==> src/rtl/memord_pkg.sv <==
package memord_pkg;

  localparam int PRED_N   = 4;
  localparam int SLOT_STB = 0;
  localparam int SLOT_ST  = 1;
  localparam int SLOT_LDB = 2;
  localparam int SLOT_LD  = 3;

  typedef struct packed {
    logic is_ld;
    logic is_st;
    logic ld_bar;
    logic st_bar;
    logic plain_ld;
  } op_kind_t;

  function automatic op_kind_t classify(input logic ld, input logic st, input logic fx);
    op_kind_t k;
    k.is_ld    = ld;
    k.is_st    = st;
    k.ld_bar   = ld & fx;
    k.st_bar   = st & fx;
    k.plain_ld = ld & ~st & ~fx;
    return k;
  endfunction

endpackage

==> src/rtl/memord_idgen.sv <==
module memord_idgen #(
  parameter int GID_W = 8
) (
  input  logic             clk,
  input  logic             rst_n,
  input  logic             alloc,
  output logic [GID_W-1:0] next_id
);
  localparam logic [GID_W-1:0] ID_TOP = {GID_W{1'b1}};

  function automatic logic [GID_W-1:0] bump(input logic [GID_W-1:0] cur);
    return (cur == ID_TOP) ? GID_W'(1) : cur + GID_W'(1);
  endfunction

  always_ff @(posedge clk) begin
    if (!rst_n)     next_id <= GID_W'(1);
    else if (alloc) next_id <= bump(next_id);
  end

  assert_id_nonzero_R9: assert property (@(posedge clk) disable iff (!rst_n)
    next_id != '0);
  assert_id_moves_R9: assert property (@(posedge clk) disable iff (!rst_n)
    alloc |=> next_id != $past(next_id));
  assert_id_holds_R11: assert property (@(posedge clk) disable iff (!rst_n)
    !alloc |=> $stable(next_id));
endmodule

==> src/rtl/memord_last_regs.sv <==
module memord_last_regs
  import memord_pkg::*;
#(
  parameter int GID_W = 8
) (
  input  logic             clk,
  input  logic             rst_n,
  input  logic             alloc,
  input  op_kind_t         kind,
  input  logic [GID_W-1:0] new_id,
  output logic [GID_W-1:0] last_ld,
  output logic [GID_W-1:0] last_ldb,
  output logic [GID_W-1:0] last_st,
  output logic [GID_W-1:0] last_stb,
  output logic             ld_open
);
  always_ff @(posedge clk) begin
    if (!rst_n) begin
      last_ld  <= '0;
      last_ldb <= '0;
      last_st  <= '0;
      last_stb <= '0;
      ld_open  <= 1'b0;
    end else if (alloc) begin
      if (kind.is_ld)  last_ld  <= new_id;
      if (kind.ld_bar) last_ldb <= new_id;
      if (kind.is_st)  last_st  <= new_id;
      if (kind.st_bar) last_stb <= new_id;
      ld_open <= kind.plain_ld;
    end
  end

  assert_open_has_group_R7: assert property (@(posedge clk) disable iff (!rst_n)
    ld_open |-> last_ld != '0);
endmodule

==> src/rtl/memord_edges.sv <==
module memord_edges
  import memord_pkg::*;
#(
  parameter int GID_W = 8
) (
  input  logic                    clk,
  input  logic                    rst_n,
  input  logic                    en,
  input  op_kind_t                kind,
  input  logic                    noalias,
  input  logic [GID_W-1:0]        last_ld,
  input  logic [GID_W-1:0]        last_ldb,
  input  logic [GID_W-1:0]        last_st,
  input  logic [GID_W-1:0]        last_stb,
  output logic [PRED_N-1:0]       vld,
  output logic [PRED_N-1:0]       dat,
  output logic [PRED_N*GID_W-1:0] ids
);
  logic [GID_W-1:0] src [PRED_N];
  logic dup_st, dup_ld;

  always_comb begin
    src[SLOT_STB] = last_stb;
    src[SLOT_ST]  = last_st;
    src[SLOT_LDB] = last_ldb;
    src[SLOT_LD]  = last_ld;

    vld[SLOT_STB] = en & kind.is_st & (last_stb != '0);
    dup_st        = vld[SLOT_STB] & (last_st == last_stb);
    vld[SLOT_ST]  = en & (last_st != '0) & ~dup_st
                  & (kind.is_st | (kind.is_ld & ~noalias));
    vld[SLOT_LDB] = en & kind.is_ld & (last_ldb != '0);
    dup_ld        = vld[SLOT_LDB] & (last_ld == last_ldb);
    vld[SLOT_LD]  = en & (last_ld != '0) & ~dup_ld & (kind.is_st | kind.ld_bar);

    dat[SLOT_STB] = vld[SLOT_STB];
    dat[SLOT_ST]  = vld[SLOT_ST];
    dat[SLOT_LDB] = vld[SLOT_LDB];
    dat[SLOT_LD]  = vld[SLOT_LD] & kind.ld_bar;
  end

  for (genvar k = 0; k < PRED_N; k++) begin : g_pack
    assign ids[k*GID_W +: GID_W] = vld[k] ? src[k] : '0;
  end

  assert_no_dup_store_R3: assert property (@(posedge clk) disable iff (!rst_n)
    (vld[SLOT_STB] && vld[SLOT_ST]) |-> ids[SLOT_STB*GID_W +: GID_W] != ids[SLOT_ST*GID_W +: GID_W]);
  assert_alias_gate_R5: assert property (@(posedge clk) disable iff (!rst_n)
    (en && kind.is_ld && !kind.is_st && noalias) |-> !vld[SLOT_ST]);
  assert_store_order_R4: assert property (@(posedge clk) disable iff (!rst_n)
    (en && kind.is_st && !kind.ld_bar && vld[SLOT_LD]) |-> !dat[SLOT_LD]);
endmodule

==> src/rtl/memord_group_disp.sv <==
module memord_group_disp
  import memord_pkg::*;
#(
  parameter int GID_W = 8
) (
  input  logic                    clk,
  input  logic                    rst_n,
  input  logic                    i_disp,
  input  logic                    i_may_ld,
  input  logic                    i_may_st,
  input  logic                    i_side_fx,
  input  logic                    i_ld_noalias,
  output logic [GID_W-1:0]        o_gid,
  output logic                    o_alloc,
  output logic [PRED_N-1:0]       o_pred_vld,
  output logic [PRED_N-1:0]       o_pred_data,
  output logic [PRED_N*GID_W-1:0] o_pred_id
);
  op_kind_t         kind;
  logic             mem_op, join_ev, alloc_ev;
  logic [GID_W-1:0] next_id, last_ld, last_ldb, last_st, last_stb;
  logic             ld_open;

  assign kind     = classify(i_may_ld, i_may_st, i_side_fx);
  assign mem_op   = i_disp & (i_may_ld | i_may_st);
  assign join_ev  = mem_op & kind.plain_ld & ld_open;
  assign alloc_ev = mem_op & ~join_ev;

  memord_idgen #(.GID_W(GID_W)) idgen_i (
    .clk(clk), .rst_n(rst_n), .alloc(alloc_ev), .next_id(next_id));

  memord_last_regs #(.GID_W(GID_W)) regs_i (
    .clk(clk), .rst_n(rst_n), .alloc(alloc_ev), .kind(kind), .new_id(next_id),
    .last_ld(last_ld), .last_ldb(last_ldb), .last_st(last_st),
    .last_stb(last_stb), .ld_open(ld_open));

  memord_edges #(.GID_W(GID_W)) edges_i (
    .clk(clk), .rst_n(rst_n), .en(alloc_ev), .kind(kind), .noalias(i_ld_noalias),
    .last_ld(last_ld), .last_ldb(last_ldb), .last_st(last_st), .last_stb(last_stb),
    .vld(o_pred_vld), .dat(o_pred_data), .ids(o_pred_id));

  assign o_alloc = alloc_ev;
  assign o_gid   = alloc_ev ? next_id : (join_ev ? last_ld : '0);

  assert_idle_quiet_R1: assert property (@(posedge clk) disable iff (!rst_n)
    !i_disp |-> (o_gid == '0 && o_pred_vld == '0 && !o_alloc));
  assert_join_no_edges_R7: assert property (@(posedge clk) disable iff (!rst_n)
    (i_disp && !o_alloc && o_gid != '0) |-> o_pred_vld == '0);
  assert_barrier_allocs_R2: assert property (@(posedge clk) disable iff (!rst_n)
    (i_disp && i_side_fx && (i_may_ld || i_may_st)) |-> o_alloc);
  for (genvar k = 0; k < PRED_N; k++) begin : g_chk
    assert_edge_nonzero_R10: assert property (@(posedge clk) disable iff (!rst_n)
      o_pred_vld[k] |-> o_pred_id[k*GID_W +: GID_W] != '0);
  end
endmodule

==> config.mk <==
export PLATFORM = sky130hd
export DESIGN_NAME = memord_group_disp
export DESIGN_NICKNAME = d
export VERILOG_FILES = /design/src/rtl/memord_pkg.sv /design/src/rtl/memord_idgen.sv /design/src/rtl/memord_last_regs.sv /design/src/rtl/memord_edges.sv /design/src/rtl/memord_group_disp.sv
export SDC_FILE = /design/constraint.sdc
export NUM_CORES = 1
export LEC_CHECK = 0
export BUFFER_PORTS_ARGS = -buffer_cell sky130_fd_sc_hd__buf_2
export CAP_MARGIN = 20
export CORE_ASPECT_RATIO = 0.8
export CORE_UTILIZATION = 45
export DETAILED_ROUTE_END_ITERATION = 10
export PLACE_DENSITY_LB_ADDON = 0.08
export SLEW_MARGIN = 10
export SYNTH_ARGS = -nofsm -noshare
export SYNTH_HDL_FRONTEND = slang
export SYNTH_SLANG_ARGS = --single-unit
==> constraint.sdc <==
create_clock -name clk -period 2.2 [get_ports clk]
set_clock_uncertainty 0.05 [all_clocks]
set_input_delay 0 -clock clk [delete_from_list [all_inputs] [get_ports clk]]
set_output_delay 0 -clock clk [all_outputs]
set_load 0.02 [all_outputs]
==> metrics, run 1 <==
status=finished clean; hold_ws=0.0220 ns; crit path kind=flop to output port; FF-to-FF Start=regs_i.ld_open; die area=0.00548 mm^2; first-pass GRT wire length=9.55 mm; Ys Warns=0; Area growth, synth to finish=16.2%; cell accounting for the most synthesized area=dfxtp_1; core area=0.00501 mm^2; initial antenna violation count=0; Seq/Total Area, Yosys=0.352; multi-input gate area in the final layout=0.00140 mm^2; Post-Syn Area=0.00233 mm^2; FMAX=492 MHz; flops & latches, synth=41; DR DRC count=0; hold endpoint=regs_i.last_stb[7]; Gate power share=0.123; Slew Viols, Final=0; Die H=66.4 um; clock slew at reported path FFs=0.08 ns; Initial DRC Count=93; endpoints failing setup=0; root buf cell=clkbuf_8; Seq pwr share=0.534; maximum VDD drop=0.000405 V; hpwl dp=4.26 mm; clock network power share=0.343; worst setup margin=0.168 ns; Post-DP Area=0.00261 mm^2; top-level I/O count=56; Synth cell types=37; R2R cell count=4; Pre-antenna DRT Iters=4; largest net degree at the start of global routing=39; sw frac=0.278; Rel. slew slack=0.594; RSZ-0062 raised after global routing=false; crit-path max FO=12; P_sw=0.000400 W; Int Power=0.00104 W; Min-Delay Startpoint=i_side_fx; Post-synth EDFFs=0; Final GP Congestion=0.860; worst hold path depth=3; Place WS=0.358 ns; share of cells above drive strength 1=0.249; Worst setup EP type=output port; CP startpoint kind=flop; Fillers=499; Starting Density=0.466; Lkg Pwr=1.30 nW; HP Class=input port to flop; gr usage total=0.238; Post-synth top cells=nand2_1 (54), dfxtp_1 (41), a21boi_0 (25); post-route cell area=0.00271 mm^2; FP Rows=23; most common cell in the synthesized netlist=nand2_1; H-tree levels=2; cell count after placement=379; worst reg2reg path endpoint=regs_i.last_ld[1]; gr ovfl total=0; hold buffer count at CTS=0; Synth async-reset ratio=0; Area contributors post-synth=dfxtp_1 (35%), nand2_1 (8.7%), a21boi_0 (8.0%); ANT nets after route=0; drt wl/cell=15.8 um; Storage cell area=821 um^2; deepest clock path buffer count=2; Required @ worst endpoint=2.15 ns; pwr dens=530 mW/mm^2; DIE WIDTH=82.5 um; Period minus WS final=2.03 ns; Synth Area per Inst=8.33 um^2; Ant. Diodes=0; Fin. Hold Viols=0; final WL=6.11 mm; DR vias=2065; Nets=332; Post-Syn Instances=280; R2R Setup Slk=0.62 ns; syn_nets=288; most used flip-flop cell after synthesis=dfxtp_1; Sink Count=41; vias per cell=5.34; share of the synthesized area in the top cell type=0.352; period utilization=0.924; setup_tns=0 ns; vias in the first global route=1818; Slew @ Worst Pin=0.610 ns; Worst-Skew Late Latency=0.29 ns; Critical Path AT=1.98 ns; MaxCap Viol Count=0; TritonCTS buffer count=5; TritonCTS clock tree=yes; PortBufs=55; final cell count without fillers=387
kinds of logic after synthesis:
group           after synthesis  synth area share
compound gates               42             0.148
fa+ha+maj                     1           0.00536
simple gates                141             0.325
mux                           7            0.0300
buf+inv                      25            0.0536
flops                        41             0.352
xor+xnor                     23            0.0864
how the worst max path moves through the flow:
stage,slack (ns),end,startpoint
2_1_floorplan,0.47,o_pred_id[10],regs_i.last_stb[0]
3_5_place_dp,0.36,o_pred_data[3],regs_i.ld_open
4_1_cts,0.04,o_pred_data[3],regs_i.ld_open
3_3_place_gp,0.40,o_pred_data[3],regs_i.ld_open
6_report,0.17,o_pred_data[3],regs_i.ld_open
5_1_grt,0.007,o_pred_data[3],regs_i.ld_open
sequential cells by signal, indices dropped and copies added, names as in the netlist:
register / cells
regs_i.last_ldb: 8
idgen_i.next_id: 8
regs_i.ld_open: 1
regs_i.last_ld: 8
regs_i.last_st: 8
regs_i.last_stb: 8
power groups by stage:
stage | logic (W) | registers (W) | clock network (W)
after global routing | 0.000194 | 0.000769 | 0.000542
after global placement | 0.000173 | 0.000784 | 0
after detailed placement | 0.000175 | 0.000784 | 0
after CTS | 0.000175 | 0.000767 | 0.000502
final | 0.000177 | 0.000767 | 0.000493
after floorplan | 0.000127 | 0.000780 | 0
per-stage QoR:
stage	util	power (W)
5_1_grt	0.541	0.00151
6_report	0.541	0.00144
3_5_place_dp	0.522	0.000959
4_1_cts	0.539	0.00144
2_1_floorplan	-	0.000907
3_3_place_gp	0.522	0.000957
cell usage in the layout, fill, tap and decap left out, types with 2 or more instances in the layout:
| cell | count |
|---|---|
| a22o_1 | 8 |
| nand2_1 | 54 |
| xor2_1 | 18 |
| dfxtp_1 | 41 |
| nor2b_1 | 9 |
| nor3_1 | 2 |
| xnor2_1 | 5 |
| clkinv_2 | 2 |
| or4_1 | 2 |
| buf_4 | 7 |
| nor2_1 | 5 |
| mux2i_1 | 7 |
| a21oi_1 | 2 |
| and3_1 | 11 |
| a21boi_0 | 25 |
| buf_2 | 55 |
| nand3_1 | 7 |
| and2_1 | 20 |
| nor4_1 | 12 |
| nand2_2 | 2 |
| clkbuf_8 | 5 |
| nor3b_1 | 9 |
| nor2_4 | 2 |
| nor4b_1 | 2 |
worst max-delay path: stages, from the launching register on:
cell	delay, ns
dfxtp_1	0.35
nor3b_4	0.54
a211oi_2	0.17
a31oi_4	0.28
and3_1	0.19
buf_2	0.15
final cells by class:
cell class              count  share of cell area
well taps                  62              0.0286
clock buffers               5              0.0254
repair buffers             62               0.121
clock inverters             3             0.00646
flip-flops and latches     41               0.303
multi-input cells         214               0.516
routing by layer:
layer	vias to the layer above	share of wire	GRT usage
li1	1040	-	-
met1	966	0.53	0.367
met2	52	0.41	0.325
met3	7	0.046	0.0455
met4	0	0.013	0.0690
met5	-	0	0
repair_timing:
| item | CTS | global route |
|---|---|---|
| buffers inserted | 0 | 0 |
| gates resized for setup | 0 | 2 |
| endpoints found under the setup margin | 0 | 27 |
Power figures use the tool's default switching activity.
==> inputs of run 2 (changes only) <==
--- a/config.mk
+++ b/config.mk
@@ -7,9 +7,12 @@
 export LEC_CHECK = 0
 export BUFFER_PORTS_ARGS = -buffer_cell sky130_fd_sc_hd__buf_2
 export CAP_MARGIN = 20
+export CELL_PAD_IN_SITES_DETAIL_PLACEMENT = 1
+export CELL_PAD_IN_SITES_GLOBAL_PLACEMENT = 2
 export CORE_ASPECT_RATIO = 0.8
-export CORE_UTILIZATION = 45
+export CORE_UTILIZATION = 33
 export DETAILED_ROUTE_END_ITERATION = 10
+export GPL_TIMING_DRIVEN = 0
 export PLACE_DENSITY_LB_ADDON = 0.08
 export SLEW_MARGIN = 10
 export SYNTH_ARGS = -nofsm -noshare
==> metrics, run 2 (same netlist as run 1, synthesis figures left out) <==
status=finished clean; hold endpoint=regs_i.last_stb[7]; die area=0.00741 mm^2; largest stage delay on the critical path=0.56 ns; vias per cell=5.06; Required @ worst endpoint=2.15 ns; Critical Path AT=1.93 ns; Period minus WS final=1.98 ns; R2R cell count=5; Die H=77.2 um; root buf cell=clkbuf_8; final WL=7.13 mm; Lkg Pwr=1.34 nW; leading cell type in the layout, fill and taps excluded=buf_2; worst-path cell chain=or4_1 > o22ai_2 > a31oi_4 > and3_1 > buf_2; Slew Viols, Final=0; Starting Density=0.340; Final GP Congestion=0.766; RSZ-0062 raised after global routing=false; maximum VDD drop=0.000324 V; P_sw=0.000418 W; DR vias=2172; Sink Count=41; CP max stage cell=or4_1; Int Power=0.00119 W; ANT nets after route=0; first-pass GRT wire length=11.5 mm; period utilization=0.899; worst hold path depth=3; clock slew at reported path FFs=0.10 ns; Ant. Diodes=0; Pre-antenna DRT Iters=4; FF-to-FF Start=idgen_i.next_id[4]; initial antenna violation count=0; Min-Delay Startpoint=i_side_fx; worst reg2reg path endpoint=idgen_i.next_id[3]; H-tree levels=2; Area growth, synth to finish=21.4%; gr usage total=0.209; sw frac=0.260; HP Class=input port to flop; Worst-Skew Late Latency=0.31 ns; CP startpoint kind=flop; Slew @ Worst Pin=0.779 ns; hold buffer count at CTS=0; FP Rows=27; Initial DRC Count=79; post-route cell area=0.00283 mm^2; Rel. slew slack=0.477; sum of buffers and inverters on the critical path=1; Crit path max-delay family=simple AND/OR/NAND/NOR gates; crit path kind=flop to output port; Seq pwr share=0.477; DR DRC count=0; post-CTS resize count=0; PortBufs=54; Worst setup EP type=output port; clock network power share=0.408; Post-DP Area=0.00271 mm^2; TritonCTS clock tree=yes; vias in the first global route=2056; deepest clock path buffer count=2; share of cells above drive strength 1=0.249; postcts setup bufs=0; gr ovfl total=0; DIE WIDTH=96.0 um; most frequent cells in the layout=buf_2 (61), nand2_1 (54), dfxtp_1 (41); TritonCTS buffer count=5; drt wl/cell=16.6 um; MaxCap Viol Count=0; pwr dens=567 mW/mm^2; largest net degree at the start of global routing=14; Gate power share=0.114; R2R Setup Slk=0.38 ns; core area=0.00686 mm^2; top-level I/O count=56; hpwl dp=5.20 mm; endpoints failing setup=0; setup_tns=0 ns; Nets=349; Fin. Hold Viols=0; crit-path max FO=10; FMAX=505 MHz
run 2: changes by cell type in the layout (fill, tap and decap cells not counted):
cell	previous run	this run
nor3b_4	1	0
bufinv_16	0	1
buf_6	0	1
nor3b_2	0	1
buf_4	7	4
clkinv_2	2	0
clkbuf_1	0	13
buf_2	55	61
nor2_2	0	1
nor2_4	2	1
clkbuf_8	5	6
run 2: how the worst max path moves through the flow:
stage                       start  slack (ns)  cells after the start            endpoint
3_3_place_gp   idgen_i.next_id[4]        0.42                      5  idgen_i.next_id[3]
3_5_place_dp   idgen_i.next_id[4]        0.41                      5  idgen_i.next_id[3]
5_1_grt        regs_i.last_stb[4]        0.02                      6       o_pred_id[14]
2_1_floorplan  regs_i.last_stb[0]        0.47                      5       o_pred_id[10]
4_1_cts         regs_i.last_ld[4]        0.21                      5      o_pred_data[3]
6_report        regs_i.last_ld[4]        0.22                      5      o_pred_data[3]
run 2: routing by layer:
layer / up-vias / part of all wire / global-route usage
met5: - / 0 / 0
met4: 0 / 0.0088 / 0.0537
met3: 5 / 0.031 / 0.0357
met2: 39 / 0.43 / 0.308
met1: 1051 / 0.53 / 0.308
li1: 1077 / - / -
run 2: layout make-up:
type	instances	area (um^2)
multi-input combinational	214	1390
sequential	41	821
clock inverter	2	37.5
tap	87	109
fill	877	4030
timing repair buffer	54	270
clock buffer	6	82.6
buffer	25	125
run 2: stage by stage:
stage	std cells	hold WS, ns	setup slack, ns	utilization	total power (W)
3_5_place_dp	421	0.327	0.409	0.395	0.000970
2_1_floorplan	280	0.122	0.473	-	0.000907
3_3_place_gp	421	0.317	0.420	0.395	0.000967
5_1_grt	429	0.0267	0.0202	0.413	0.00168
4_1_cts	429	0.0120	0.210	0.413	0.00163
6_report	429	0.0230	0.222	0.413	0.00161
run 2: power by group through the flow:
stage               Combinational (W)  Clock [W]  Sequential, W
floorplan                    0.000127          0       0.000780
global placement             0.000183          0       0.000784
detailed placement           0.000185          0       0.000784
CTS                          0.000187   0.000673       0.000767
global route                 0.000204   0.000706       0.000769
finish                       0.000184   0.000656       0.000767
run 2: worst reg2reg max path, stage by stage, from the launching register on:
cell,delay (ns)
dfxtp_1,0.31
clkbuf_1,0.41
nand4_1,0.24
or4_4,0.54
nand2_2,0.12
nor2_1,0.05
